==> src/rtl/fbm_pkg.sv <==
package fbm_pkg;
  typedef enum logic [1:0] {
    FMT_NONE    = 2'd0,
    FMT_RGB565  = 2'd1,
    FMT_XRGB_LE = 2'd2,
    FMT_XRGB_BE = 2'd3
  } fmt_e;

  localparam int unsigned BYTES_W = 3;
endpackage

==> src/rtl/fbm_format_decode.sv <==
module fbm_format_decode
  import fbm_pkg::*;
#(
  parameter int unsigned BPP_W = 16
) (
  input  logic [BPP_W-1:0]   bpp_i,
  input  logic               big_endian_i,
  output fmt_e               fmt_o,
  output logic [BYTES_W-1:0] bytes_o,
  output logic               ok_o
);
  always_comb begin
    fmt_o   = FMT_NONE;
    bytes_o = '0;
    ok_o    = 1'b0;
    if (bpp_i == BPP_W'(16)) begin
      fmt_o   = FMT_RGB565;
      bytes_o = BYTES_W'(2);
      ok_o    = 1'b1;
    end else if (bpp_i == BPP_W'(32)) begin
      fmt_o   = big_endian_i ? FMT_XRGB_BE : FMT_XRGB_LE;
      bytes_o = BYTES_W'(4);
      ok_o    = 1'b1;
    end
  end
endmodule

==> src/rtl/fbm_geom_calc.sv <==
module fbm_geom_calc
  import fbm_pkg::*;
#(
  parameter int unsigned DIM_W  = 16,
  parameter int unsigned ADDR_W = 64
) (
  input  logic [BYTES_W-1:0] bytes_i,
  input  logic [DIM_W-1:0]   xres_i,
  input  logic [DIM_W-1:0]   yres_i,
  input  logic [DIM_W-1:0]   virt_width_i,
  input  logic [DIM_W-1:0]   xoff_i,
  input  logic [DIM_W-1:0]   yoff_i,
  output logic [ADDR_W-1:0]  stride_o,
  output logic [ADDR_W-1:0]  size_o,
  output logic [ADDR_W-1:0]  offset_o
);
  logic [DIM_W-1:0] eff_w;

  // virtual width never narrower than the visible width
  assign eff_w    = (virt_width_i < xres_i) ? xres_i : virt_width_i;
  assign stride_o = ADDR_W'(eff_w) * ADDR_W'(bytes_i);
  assign size_o   = stride_o * ADDR_W'(yres_i);
  assign offset_o = ADDR_W'(xoff_i) * ADDR_W'(bytes_i) + ADDR_W'(yoff_i) * stride_o;
endmodule

==> src/rtl/fbm_limit_check.sv <==
module fbm_limit_check #(
  parameter int unsigned DIM_W   = 16,
  parameter int unsigned ADDR_W  = 64,
  parameter int unsigned MIN_DIM = 64
) (
  input  logic              enable_i,
  input  logic              fmt_ok_i,
  input  logic [DIM_W-1:0]  xres_i,
  input  logic [DIM_W-1:0]  yres_i,
  input  logic [ADDR_W-1:0] size_i,
  input  logic [ADDR_W-1:0] offset_i,
  input  logic [ADDR_W-1:0] vmem_bytes_i,
  output logic              valid_o
);
  logic [ADDR_W:0] end_addr;
  logic            dims_ok, fits;

  // one extra bit so the sum cannot wrap
  assign end_addr = {1'b0, offset_i} + {1'b0, size_i};
  assign fits     = end_addr <= {1'b0, vmem_bytes_i};
  assign dims_ok  = (xres_i >= DIM_W'(MIN_DIM)) && (yres_i >= DIM_W'(MIN_DIM));
  assign valid_o  = enable_i && fmt_ok_i && dims_ok && fits;
endmodule

==> src/rtl/fbm_validator.sv <==
module fbm_validator
  import fbm_pkg::*;
#(
  parameter int unsigned DIM_W   = 16,
  parameter int unsigned BPP_W   = 16,
  parameter int unsigned ADDR_W  = 64,
  parameter int unsigned MIN_DIM = 64,
  localparam int unsigned STRIDE_W = DIM_W + BYTES_W
) (
  input  logic                clk_i,
  input  logic                rst_ni,
  input  logic                enable_i,
  input  logic [BPP_W-1:0]    bpp_i,
  input  logic                big_endian_i,
  input  logic [DIM_W-1:0]    xres_i,
  input  logic [DIM_W-1:0]    yres_i,
  input  logic [DIM_W-1:0]    virt_width_i,
  input  logic [DIM_W-1:0]    xoff_i,
  input  logic [DIM_W-1:0]    yoff_i,
  input  logic [ADDR_W-1:0]   vmem_bytes_i,
  output logic                valid_o,
  output logic                changed_o,
  output logic [1:0]          fmt_o,
  output logic [BYTES_W-1:0]  bytes_o,
  output logic [DIM_W-1:0]    width_o,
  output logic [DIM_W-1:0]    height_o,
  output logic [STRIDE_W-1:0] stride_o,
  output logic [ADDR_W-1:0]   size_o,
  output logic [ADDR_W-1:0]   offset_o
);
  fmt_e               fmt_c;
  logic [BYTES_W-1:0] bytes_c;
  logic               fmt_ok_c, valid_c, differs_c;
  logic [ADDR_W-1:0]  stride_c, size_c, offset_c;

  fmt_e               last_fmt_q;
  logic [BYTES_W-1:0] last_bytes_q;
  logic [DIM_W-1:0]   last_w_q, last_h_q;
  logic [STRIDE_W-1:0] last_stride_q;
  logic [ADDR_W-1:0]  last_size_q, last_offset_q;

  fbm_format_decode #(.BPP_W(BPP_W)) i_fmt (
    .bpp_i        (bpp_i),
    .big_endian_i (big_endian_i),
    .fmt_o        (fmt_c),
    .bytes_o      (bytes_c),
    .ok_o         (fmt_ok_c)
  );

  fbm_geom_calc #(.DIM_W(DIM_W), .ADDR_W(ADDR_W)) i_geom (
    .bytes_i      (bytes_c),
    .xres_i       (xres_i),
    .yres_i       (yres_i),
    .virt_width_i (virt_width_i),
    .xoff_i       (xoff_i),
    .yoff_i       (yoff_i),
    .stride_o     (stride_c),
    .size_o       (size_c),
    .offset_o     (offset_c)
  );

  fbm_limit_check #(.DIM_W(DIM_W), .ADDR_W(ADDR_W), .MIN_DIM(MIN_DIM)) i_lim (
    .enable_i     (enable_i),
    .fmt_ok_i     (fmt_ok_c),
    .xres_i       (xres_i),
    .yres_i       (yres_i),
    .size_i       (size_c),
    .offset_i     (offset_c),
    .vmem_bytes_i (vmem_bytes_i),
    .valid_o      (valid_c)
  );

  assign differs_c = (fmt_c != last_fmt_q) || (bytes_c != last_bytes_q) ||
                     (xres_i != last_w_q) || (yres_i != last_h_q) ||
                     (stride_c[STRIDE_W-1:0] != last_stride_q) ||
                     (size_c != last_size_q) || (offset_c != last_offset_q);

  always_ff @(posedge clk_i or negedge rst_ni) begin
    if (!rst_ni) begin
      valid_o   <= 1'b0;
      changed_o <= 1'b0;
      fmt_o     <= FMT_NONE;
      bytes_o   <= '0;
      width_o   <= '0;
      height_o  <= '0;
      stride_o  <= '0;
      size_o    <= '0;
      offset_o  <= '0;
    end else begin
      valid_o   <= valid_c;
      changed_o <= valid_c && differs_c;
      fmt_o     <= fmt_c;
      bytes_o   <= bytes_c;
      width_o   <= xres_i;
      height_o  <= yres_i;
      stride_o  <= stride_c[STRIDE_W-1:0];
      size_o    <= size_c;
      offset_o  <= offset_c;
    end
  end

  // reference copy of the last accepted mode
  always_ff @(posedge clk_i or negedge rst_ni) begin
    if (!rst_ni) begin
      last_fmt_q    <= FMT_NONE;
      last_bytes_q  <= '0;
      last_w_q      <= '0;
      last_h_q      <= '0;
      last_stride_q <= '0;
      last_size_q   <= '0;
      last_offset_q <= '0;
    end else if (valid_c) begin
      last_fmt_q    <= fmt_c;
      last_bytes_q  <= bytes_c;
      last_w_q      <= xres_i;
      last_h_q      <= yres_i;
      last_stride_q <= stride_c[STRIDE_W-1:0];
      last_size_q   <= size_c;
      last_offset_q <= offset_c;
    end
  end
endmodule

==> config.mk <==
export PLATFORM = sky130hd
export DESIGN_NAME = fbm_validator
export DESIGN_NICKNAME = d
export VERILOG_FILES = /design/src/rtl/fbm_pkg.sv /design/src/rtl/fbm_format_decode.sv /design/src/rtl/fbm_geom_calc.sv /design/src/rtl/fbm_limit_check.sv /design/src/rtl/fbm_validator.sv
export SDC_FILE = /design/constraint.sdc
export NUM_CORES = 2
export LEC_CHECK = 0
export ABC_CLOCK_PERIOD_IN_PS = 4550
export BUFFER_PORTS_ARGS = -buffer_cell sky130_fd_sc_hd__buf_2
export CORE_MARGIN = 5
export CORE_UTILIZATION = 50
export CTS_CLUSTER_SIZE = 30
export DETAILED_ROUTE_END_ITERATION = 6
export GPL_ROUTABILITY_DRIVEN = 0
export PLACE_DENSITY = 0.69
export SKIP_LAST_GASP = 1
export SLEW_MARGIN = 20
export SYNTH_ARGS = -nofsm -noshare
export SYNTH_HDL_FRONTEND = slang
export SYNTH_SLANG_ARGS = --single-unit
==> constraint.sdc <==
create_clock -name clk_i -period 4.55 [get_ports clk_i]
set_input_delay 0.91 -clock clk_i [delete_from_list [all_inputs] [get_ports clk_i]]
set_output_delay 0.91 -clock clk_i [all_outputs]
set_load 0.01 [all_outputs]
==> results.md <==
* Outcome: finished with violations
* Violated checks: negative setup slack
* Crit path DAT at 15.32 ns
* TritonCTS buffer count at 29
* Clock transition at the registers of the reported paths at 0.06 ns
* Via count of the first global-routing pass at roughly 32k
* Power density of the placed cells at about 110 mW/mm^2
* Main area contributors after synthesis: sky130_fd_sc_hd__fa_1, sky130_fd_sc_hd__dfrtp_1, sky130_fd_sc_hd__ha_1
* Via density per instance at 5.35
* Reg2Reg Setup Slack at -0.16 ns
* Floorplan die area at ~0.076 sq mm
* Final instance area at roughly 0.046 sq mm
* Warnings, synthesis at 0
* Starting DRT DRC Count at ~2.2k
* Die span in y at ~280 um
* Number of standard-cell rows in the floorplan at just under 100
* Worst-Skew Late Latency at between 0.5 and 0.6 ns
* Fmax at between 0.06 and 0.07 GHz
* Total number of vias at slightly above 30k
* Number of fill cells at 5517
* Total gr overflow at 0
* Synthesized area divided by synthesized cell count at about 9 sq um
* Drt wl/cell at approximately 19 um
* Wire length of the first global-routing pass at about 170000 um
* Most frequent cells in the layout: sky130_fd_sc_hd__buf_4, sky130_fd_sc_hd__inv_1, sky130_fd_sc_hd__fa_1, sky130_fd_sc_hd__nand2_1, sky130_fd_sc_hd__ha_1
* Final TNS setup at -1586.45 ns
* Share of flip-flops with an asynchronous set or reset after synthesis at 1.00
* Die width at about 280 um
* Flops & latches, synth at about 250
* Worst path setup slack after routing at -10.31 ns
* Area after DPL at between 0.04 and 0.05 sq mm
* Slowest Stage Delay on Critical Path at about 0.54 ns
* Cell count along the critical path at 72
* Synthesized cell area at roughly 0.035 sq mm
* Slowest cell on the critical path: sky130_fd_sc_hd__fa_1
* Total area of multi-input combinational cells at around 0.027 sq mm
* Tightest hold margin at about 0.37 ns
* Drt pass-1 iters at 5
* Initial antenna violation count at 5
* Final WL at roughly 110000 um
* Endpoint of the worst register-to-register path: changed_o
* Share of synthesized area occupied by flip-flops and latches at 0.174
* Port Buffers at about 290
* Initial core utilization at 0.504
* Storage cell area at 0.00616 sq mm
* Mapped Cells at 3884
* Startpoint of the most critical register-to-register path: last_h_q[13]
* Post-Place Cells at 5703
* Minimum clock period after layout at 14.86 ns
* Ports placed on the boundary at 350
* Max Slew Vio Count at 0
* Longest Clk Path Bufs at 3
* Final hold violations at 0
* Count of buffering cells on the critical path with inverters included at 12
* Top delay family on crit path: adder cells
* Relative slew margins at 0.360
* Master cell of the clock root buffer: sky130_fd_sc_hd__clkbuf_16
* Half-perimeter wire length after detailed placement at between 90000 and 100000 um
* Total track usage at 0.289
* Transition time at the pin with the least slew margin at about 0.95 ns
* Maximum capacitance violations at 0
* Number of cells on the worst reg-to-reg path at 13
* Primary FF master, synth: sky130_fd_sc_hd__dfrtp_1
* Area inside the core boundary at around 0.07 sq mm
* Post-Layout Cell Count at 5826
* Post-Route Skew at 0.0140 ns
* Tcrit/Tclk final at 3.27
* Endpoint kind of the worst setup timing path: flip-flop
* Fraction of final layout cells with drive strength greater than 1 at 0.307
* Data required, critical path at around 5 ns
* Critical Path Source Type: primary input
* Power, Total at 5.32 mW
* Crit path to: last_h_q[2]
* CTS H-Tree Depth at 1
* Number of nets still failing antenna checks after routing at 0
* Area share of the largest cell type after synthesis at 0.262
* Total leakage power at between 20 and 30 nW
* Most common library cell in the layout ignoring fill and taps: sky130_fd_sc_hd__buf_4
* Cell taking the most area after synthesis: sky130_fd_sc_hd__fa_1
* Total of endpoints with negative setup slack in the final report at around 190
* Number of synthesized flops with an enable pin at 0
* Post-route DRC violation count at 0
* TritonCTS clock tree: built
* Crit path max fanout at 8
* Largest net degree at the start of global routing at approximately 120
* Setup repair after global routing missed its margin: yes
* Number of nets in the layout at 5847
* Unique masters post-synth at 87
* Growth of design area from synthesis to finish at 30.9%
* Peak supply drop at between 0.0002 and 0.0003 V
* Start-to-end type of the worst setup path: primary input to flip-flop
* Worst min-delay path category: primary input to async pin
* Clock net sink count at roughly 250
* Launching instance or port of the critical path: xres_i[15]
[flip-flops by register name, summed over array words and instances, names as in the netlist, 2 cells and up]
register and flops:
last_offset_q 35, offset_o 35, last_size_q 34, size_o 34, last_stride_q 18, stride_o 18, height_o 16, last_h_q 16
last_w_q 16, width_o 16, bytes_o 2, last_fmt_q 2
[synthesized netlist by cell type, drive strengths merged, types with 10 or more instances]
cell	n
o21a	20
a31oi	17
nand3	46
a211oi	15
fa	462
inv	640
o211ai	22
a21o	46
nand2b	25
clkbuf	150
mux2	96
nor2	138
buf	71
nor3	42
xnor2	141
nand2	465
dfrtp	246
a21oi	138
nor4	36
o31ai	11
and2	277
ha	361
o21ai	104
and3	14
xor2	102
o21bai	12
o2111ai	10
nand4	33
nor2b	17
[routing by layer]
metal | wire length [um] | share of wire | up-vias | global-route usage
li1 | - | - | 14200 | -
met1 | 44600 | 0.40 | 15600 | 0.376
met2 | 55200 | 0.49 | 1039 | 0.496
met3 | 7790 | 0.069 | 304 | 0.0450
met4 | 4700 | 0.042 | 4 | 0.0934
met5 | 34 | 0.00030 | - | 0
[power by group]
| part | switching [mW] | leakage [nW] | internal [mW] |
|---|---|---|---|
| registers | 0.00368 | 3.36 | 2.20 |
| clock network | 1.04 | 0.494 | 1.47 |
| logic | 0.361 | 21.3 | 0.241 |
| total | 1.41 | 25.2 | 3.91 |
[worst min-delay path by stage]
stage	from	endpoint	cells after the start	slack [ns]
final	rst_ni	valid_o	1	0.37
after global routing	rst_ni	valid_o	1	0.48
after CTS	rst_ni	last_offset_q[25]	1	0.44
after detailed placement	last_w_q[6]	last_w_q[6]	2	0.49
after global placement	last_offset_q[23]	last_offset_q[23]	2	0.48
after floorplan	last_offset_q[26]	last_offset_q[26]	2	0.47
[cells by family after synthesis]
| group | after synthesis | synth area share |
|---|---|---|
| other cells | 1 | 0.000106 |
| flops | 246 | 0.174 |
| buf+inv | 861 | 0.0983 |
| fa+ha+maj | 823 | 0.390 |
| xor+xnor | 243 | 0.0602 |
| mux | 101 | 0.0320 |
| compound gates | 468 | 0.0859 |
| simple gates | 1141 | 0.160 |
[per-stage QoR]
step | setup slack [ns] | utilization
6_report | -10.31 | 0.660
5_1_grt | -10.87 | 0.660
4_1_cts | -9.98 | 0.642
3_5_place_dp | -10.83 | 0.622
3_3_place_gp | -10.62 | 0.622
2_1_floorplan | -9.87 | -
[worst register-to-register path: stages (launching register included)]
cell and delay [ns]:
sky130_fd_sc_hd__dfrtp_1 0.39, sky130_fd_sc_hd__xor2_1 0.19, sky130_fd_sc_hd__nor4_1 0.41, sky130_fd_sc_hd__o2111ai_1 0.19
sky130_fd_sc_hd__nor4_1 0.37, sky130_fd_sc_hd__o311ai_0 0.28, sky130_fd_sc_hd__nor4_1 0.35, sky130_fd_sc_hd__o311a_1 0.28
sky130_fd_sc_hd__o311ai_0 0.34, sky130_fd_sc_hd__nor4_1 0.37, sky130_fd_sc_hd__nand4_1 0.18, sky130_fd_sc_hd__or4_1 0.62
sky130_fd_sc_hd__nor4b_1 0.42, sky130_fd_sc_hd__a41oi_2 0.19
[what timing repair did]
item                                    CTS  global route
endpoints found under the setup margin  194           196
gates cloned                              2             6
buffers inserted                         11            50
gates resized for setup                  33           179
pin swaps                                22           126
hold buffers                              0             0
[area by class of cell]
cell class / count / area share
inverter: 640 / 0.0522
clock buffer: 36 / 0.0169
sequential: 246 / 0.133
antenna: 4 / 0.000216
timing repair buffer: 1106 / 0.173
tap: 940 / 0.0254
clock inverter: 17 / 0.00514
multi-input combinational: 2837 / 0.594
No activity file was read; power rests on OpenSTA's default activity.
